==> config.mk <==
export PLATFORM = sky130hd
export DESIGN_NAME = tdm_link
export DESIGN_NICKNAME = d
export VERILOG_FILES = /design/src/rtl/tdm_pkg.sv /design/src/rtl/tdm_slot_counter.sv /design/src/rtl/tdm_tx_shifter.sv /design/src/rtl/tdm_rx_bank.sv /design/src/rtl/tdm_link.sv
export SDC_FILE = /design/constraint.sdc
export NUM_CORES = 1
export LEC_CHECK = 0
export BUFFER_PORTS_ARGS = -buffer_cell sky130_fd_sc_hd__buf_2
export CORE_MARGIN = 1
export CORE_UTILIZATION = 47
export DETAILED_ROUTE_END_ITERATION = 10
export PLACE_DENSITY = 0.73
export SLEW_MARGIN = 15
export SYNTH_ARGS = -nofsm -noshare
export SYNTH_HDL_FRONTEND = slang
export SYNTH_SLANG_ARGS = --single-unit
==> constraint.sdc <==
create_clock -name clk -period 1.51 [get_ports clk]
set_clock_uncertainty 0.1 [all_clocks]
set_input_delay 0.151 -clock clk [delete_from_list [all_inputs] [get_ports clk]]
set_output_delay 0.151 -clock clk [all_outputs]
set_load 0.1 [all_outputs]
==> src/rtl/tdm_pkg.sv <==
package tdm_pkg;
  // Defaults shared by the link and its sub-blocks.
  localparam int unsigned CHAN_COUNT = 4;
  localparam int unsigned WORD_BITS  = 4;
endpackage

==> src/rtl/tdm_slot_counter.sv <==
module tdm_slot_counter #(
  parameter int unsigned NCH = tdm_pkg::CHAN_COUNT,
  localparam int unsigned SW = (NCH > 1) ? $clog2(NCH) : 1
) (
  input  logic          clk,
  input  logic          rst_n,
  output logic [SW-1:0] slot_q
);
  logic [SW-1:0] slot_d;

  // Next slot: step by one and wrap after the last channel.
  always_comb begin
    if (slot_q == SW'(NCH - 1)) slot_d = '0;
    else                        slot_d = SW'(slot_q + 1'b1);
  end

  always_ff @(posedge clk or negedge rst_n) begin
    if (!rst_n) slot_q <= '0;
    else        slot_q <= slot_d;
  end
endmodule

==> src/rtl/tdm_tx_shifter.sv <==
module tdm_tx_shifter #(
  parameter int unsigned W = tdm_pkg::WORD_BITS
) (
  input  logic         clk,
  input  logic         rst_n,
  input  logic         bit_in,
  output logic [W-1:0] word_q
);
  logic [W-1:0] word_d;

  // The newest bit enters at bit 0 and older bits move toward the MSB.
  always_comb word_d = {word_q[W-2:0], bit_in};

  always_ff @(posedge clk or negedge rst_n) begin
    if (!rst_n) word_q <= '0;
    else        word_q <= word_d;
  end
endmodule

==> src/rtl/tdm_rx_bank.sv <==
module tdm_rx_bank #(
  parameter int unsigned NCH = tdm_pkg::CHAN_COUNT,
  parameter int unsigned W   = tdm_pkg::WORD_BITS,
  localparam int unsigned SW = (NCH > 1) ? $clog2(NCH) : 1
) (
  input  logic             clk,
  input  logic             rst_n,
  input  logic [SW-1:0]    sel,
  input  logic [W-1:0]     din,
  output logic [NCH*W-1:0] dout
);
  logic [NCH-1:0] load_en;

  // One-hot load enable decoded from the slot index.
  always_comb begin
    load_en = '0;
    load_en[sel] = 1'b1;
  end

  for (genvar k = 0; k < NCH; k++) begin : g_reg
    logic [W-1:0] q;
    logic [W-1:0] d;

    always_comb d = load_en[k] ? din : q;

    always_ff @(posedge clk or negedge rst_n) begin
      if (!rst_n) q <= '0;
      else        q <= d;
    end

    assign dout[k*W +: W] = q;
  end
endmodule

==> src/rtl/tdm_link.sv <==
module tdm_link #(
  parameter int unsigned NCH = tdm_pkg::CHAN_COUNT,
  parameter int unsigned W   = tdm_pkg::WORD_BITS,
  localparam int unsigned SW = (NCH > 1) ? $clog2(NCH) : 1
) (
  input  logic             clk,
  input  logic             rst_n,
  input  logic [NCH-1:0]   ser_in,
  output logic [SW-1:0]    slot,
  output logic [W-1:0]     line,
  output logic [NCH*W-1:0] rx_data
);
  logic [SW-1:0]    slot_q;
  logic [NCH*W-1:0] tx_words;

  tdm_slot_counter #(.NCH(NCH)) u_slot (
    .clk    (clk),
    .rst_n  (rst_n),
    .slot_q (slot_q)
  );

  for (genvar k = 0; k < NCH; k++) begin : g_tx
    tdm_tx_shifter #(.W(W)) u_shift (
      .clk    (clk),
      .rst_n  (rst_n),
      .bit_in (ser_in[k]),
      .word_q (tx_words[k*W +: W])
    );
  end

  // Sending-side multiplexer: the slot picks one channel's word.
  always_comb begin
    line = '0;
    for (int k = 0; k < NCH; k++) begin
      if (slot_q == SW'(k)) line = tx_words[k*W +: W];
    end
  end

  tdm_rx_bank #(.NCH(NCH), .W(W)) u_rx (
    .clk   (clk),
    .rst_n (rst_n),
    .sel   (slot_q),
    .din   (line),
    .dout  (rx_data)
  );

  assign slot = slot_q;
endmodule

Yosys cells after proc, flatten, opt, wreduce, memory -nomap -nowiden
Index checks and enable logic that the tools add are counted.
W data, S select, Z words.
{ "totals": {"ff_bits": 34, "in_bits": 6, "out_inout_bits": 22, "elab_cells": 24} }
{ "op_classes": {"n_addsub": 1, "n_lt_le_gt_ge": 2, "eq_ne": 3, "n_mux": 7, "reduce_logical": 2} }
{ "ops": {"columns": ["cell", "n"], "rows": [
  ["$mux W4", 4],
  ["$eq A2 B2 Y1 const B", 2],
  ["$lt A2 B3 Y1 const B", 1],
  ["$add A2 B1 Y2 const B", 1],
  ["$demux W1 S2", 1],
  ["$eq A2 B1 Y1 const B", 1],
  ["$ge A2 B1 Y1 const B", 1],
  ["$logic_not A2 Y1", 1],
  ["$mux W2", 1],
  ["$logic_and A1 B1 Y1", 1],
  ["$mux W1", 1]
]} }

Depth between registers and ports, before layout
{ "depth": {"ltp_word": 5, "depth_mapped": 6, "depth_no_buf": 5} }

Cells and area by module
A second synthesis with hierarchy kept.
{ "hier_totals": {"cells_unflattened": 60, "area_unflattened_um2": 1192.4} }
{ "modules_own_cells": {"columns": ["module", "instances", "cells_each", "area_per_inst_um2", "seq_area_each_um2"], "rows": [
  ["tdm_rx_bank", 1, 36, 620.6, 400.4],
  ["tdm_tx_shifter", 4, 4, 100.1, 100.1],
  ["tdm_link", 1, 4, 105.1, 0.0],
  ["tdm_slot_counter", 1, 4, 66.3, 50.0]
]} }

Worst setup path after synthesis
OpenSTA, ideal clock, no wires.
{ "synth_timing": {"path_type": "register to output", "startpoint": "reg u_slot.slot_q[0]", "endpoint": "out line[1]", "arrival_time_ns": 2.554, "t_required_ns": 1.259, "slack_ns": -1.295, "stages_incl_launch_ff": 6, "path_buffers": 1, "path_cell_list": "dfrtp_1 > inv_1 > ha_1 > buf_6 > a221o_1 > nand2_1"} }
{ "synth_via": {"elab_chain_cells": 5, "elab_cells_between_ends": 8, "classes_between": "3 x eq/ne; 4 x mux; 1 x reduce/logical"} }
{ "synth_lines": {"columns": ["item", "line_no", "text"], "rows": [
  ["start: declaration", "tdm_slot_counter.sv:7", "output logic [SW-1:0] slot_q"],
  ["start signal: assignment", "tdm_slot_counter.sv:19", "else slot_q <= slot_d;"],
  ["$logic_not A2 Y1", "tdm_link.sv:35", "if (slot_q == SW'(k)) line = tx_words[k*W +: W];"],
  ["$mux W4 (3 in series)", "tdm_link.sv:35", null],
  ["$mux W4 *", "tdm_link.sv:35", null],
  ["end: declaration", "tdm_link.sv:10", "output logic [W-1:0] line,"]
]} }
Every way passes the cells marked *; elsewhere a longest branch is shown, timed or not.

Final worst setup path
{ "layout_timing": {"startpoint": "reg u_slot.slot_q[1]", "endpoint": "out line[1]"} }
Same word-level chain as after synthesis.

==> summary.json <==
{
  "place_congestion": 0.781,
  "worstPathMaxFanout": 11,
  "yosysMostFrequentCell": "dfrtp_1",
  "netlist_area_sq_mm": 0.00128,
  "timing.final.max_slew_violations": 0,
  "design.core.area_sq_mm": 0.00252,
  "worst_slack_setup_final_ns": -0.573,
  "number_of_fillers_in_the_final_layout": 163,
  "hold_path.class": "in2async",
  "gr-usage-all-layers_pct": 21.0,
  "layout.nets": 170,
  "clk_pin_slew_worst_paths_ns": 0.10,
  "row_count": 18,
  "grt_pass1_wl_mm": 4.11,
  "synth_flop_cell": "dfrtp_1",
  "vias": 964,
  "port_buffers": 27,
  "max_slew.worst_pin.slew_ns": 0.495,
  "fp.dieW_um": 54.2,
  "hold_viol": 0,
  "rr_endpoint": "u_rx.g_reg[1].q[0]",
  "routed_via_density": 5.05,
  "synth_top_cell_area_share_pct": 66.4,
  "drt_pass1_iterations": 4,
  "dieArea_sq_mm": 0.00294,
  "antenna_cells": 0,
  "ant_nets": 0,
  "drcViolationCount": 0,
  "critPathRequiredTime_ns": 1.26,
  "post-dp-hpwl_mm": 1.80,
  "die_h_um": 54.2,
  "cts_root_buf": "clkbuf_4",
  "maxSlewHeadroom_pct": 67.2,
  "post_synth_and_or_nand_nor_area_fraction_pct": 7.32,
  "crit_arrival_ns": 1.83,
  "pin_count": 28,
  "wl_per_cell_um": 14.0,
  "timing.critical_path.from_type": "flop",
  "timing.reg2reg.setup_slack_ns": -0.34,
  "post_syn_nets": 112,
  "synthTopCellsByArea": "dfrtp_1 (66%), a31oi_1 (3.9%), ha_1 (3.9%)",
  "cp-end-kind": "output pin",
  "vias_in_the_first_global_route": 953,
  "rr_worst_depth": 7,
  "worst_skew_pair.late_latency_ns": 0.33,
  "final_period_minus_worst_setup_slack_ns": 2.08,
  "antenna_found_initial": 0,
  "cellPowerDensity_mw_per_mm2": 985,
  "synth_seq_cells": 34,
  "outcome": "finished, violations left",
  "tritoncts.num_buffers": 5,
  "grt_max_degree": 19,
  "muxShareOfSynthArea_pct": 3.52,
  "fin_hold_ws_ns": 0.180,
  "yosys.area_share.xor_xnor_pct": 0,
  "synth_top_family_by_area": "compound AO/OA/AOI/OAI gates",
  "synth_edf_count": 0,
  "globalRouteOverflowTotal": 0,
  "criticalPathCategory": "reg2out",
  "report.final.setup_viol": 16,
  "cts_tree": "built",
  "vdd.ir_drop.worst_mv": 0.962,
  "rr_startpoint": "u_slot.slot_q[1]",
  "rsz_0062_raised_after_global_routing": "yes",
  "floorplan.initialDensity_pct": 50.8,
  "number_of_distinct_library_cells_after_synthesis": 16,
  "post-place-ws_ns": -0.295,
  "synthesized_instance_count": 102,
  "area_growth_syn_to_layout_pct": 54.4,
  "yosysSeqAreaShare_pct": 66.4,
  "post_synth_fa_ha_maj_area_fraction_pct": 3.91,
  "totalWireLength_mm": 2.67,
  "post_route_cells_drive_above_1_share_pct": 52.8,
  "synth_compound_gate_area_share_pct": 12.3,
  "yosysWarningCount": 0,
  "ctsLongestPathBuffers": 2,
  "max_capacitance_violation_count": 0,
  "synth_largest_area_cell": "dfrtp_1",
  "fmax_ghz": 0.480,
  "htree_num_levels": 2,
  "failing_checks": "setup timing",
  "initialDrtViolationCount": 7,
  "synth_area_per_cell_sq_um": 12.6,
  "finalCritPeriodShare_pct": 138,
  "clkSinkCount": 34,
  "synth_common_cells": "dfrtp_1 (34), inv_1 (10), nor2_1 (9)",
  "synth_async_sr_flop_share_pct": 100,
  "power.static_leakage_uw": 0.000940
}
[per-stage QoR]
step           utilization [%]  area [sq um]  power [uW]  setup TNS (ns)  instances
2_1_floorplan                -          1430        1240           -4.55        102
3_3_place_gp              70.0          1770        1320           -2.45        172
3_5_place_dp              70.0          1770        1330           -3.03        172
4_1_cts                   77.1          1950        1950           -4.91        189
5_1_grt                   78.4          1980        2020           -5.97        191
6_report                  78.4          1980        1950           -4.85        191
[worst max-delay path: stages (launching register included)]
cell     delay, ns
dfrtp_4       0.52
inv_4         0.09
ha_4          0.21
a21oi_2       0.07
a221o_1       0.37
nand2_4       0.08
buf_12        0.16
[timing repair]
item,CTS,global route
endpoints found under the hold margin,38,0
pin swaps,3,2
hold buffers,5,0
endpoints found under the setup margin,17,17
resized for setup,3,4
buffers inserted,4,2
[placed cells by master, fill, tap and decap left out, drive strengths merged]
| master | n |
|---|---|
| buf | 51 |
| dfrtp | 34 |
| inv | 10 |
| nor2 | 9 |
| nand2 | 8 |
| a31oi | 8 |
| o21ai | 8 |
| clkbuf | 8 |
| dlygate4sd3 | 5 |
| nand3b | 4 |
| a21oi | 4 |
| a221o | 4 |
| mux2 | 4 |
| ha | 4 |
[state kept, by name, indices dropped and copies added, names as in the netlist]
name / count
u_rx.g.q: 16
g_tx.u_shift.word_q: 16
u_slot.slot_q: 2
[cell families after synthesis]
logic type,Yosys count
compound gates,24
fa+ha+maj,4
buf+inv,15
flops,34
mux,4
simple gates,21
[per-layer routing]
layer	vias to the layer above	global-route usage (%)	routed length (um)
met5	-	0	0
met4	0	8.55	16
met3	2	7.78	127
met2	27	35.8	1430
met1	475	23.7	1100
li1	460	-	-
[report_power, final]
group / switching (uW) / total, uW / internal, uW / leakage [uW]
Clock: 295 / 614 / 318 / 0.0000446
Sequential: 26.6 / 980 / 953 / 0.000395
Combinational: 267 / 355 / 87.9 / 0.000500
Total: 589 / 1950 / 1360 / 0.000940
[layout make-up]
class                           count  area, sq um  area share [%]
Tap cell                           30         37.5            1.90
Sequential cell                    34          858            43.4
Multi-Input combinational cell     53          485            24.5
Clock buffer                        8         78.8            3.98
Timing Repair Buffer               56          475            24.0
Inverter                           10         42.5            2.15
[how the worst max path moves through the flow]
stage | start | to | slack (ns) | depth (start not counted)
after floorplan | u_slot.slot_q[0] | line[1] | -0.47 | 6
after global placement | u_slot.slot_q[0] | line[2] | -0.25 | 6
after detailed placement | u_slot.slot_q[0] | line[1] | -0.29 | 6
after CTS | u_slot.slot_q[1] | line[1] | -0.61 | 6
after global routing | u_slot.slot_q[0] | line[0] | -0.66 | 5
final | u_slot.slot_q[1] | line[1] | -0.57 | 6
Note: power is estimated with default switching activity, not from simulation.
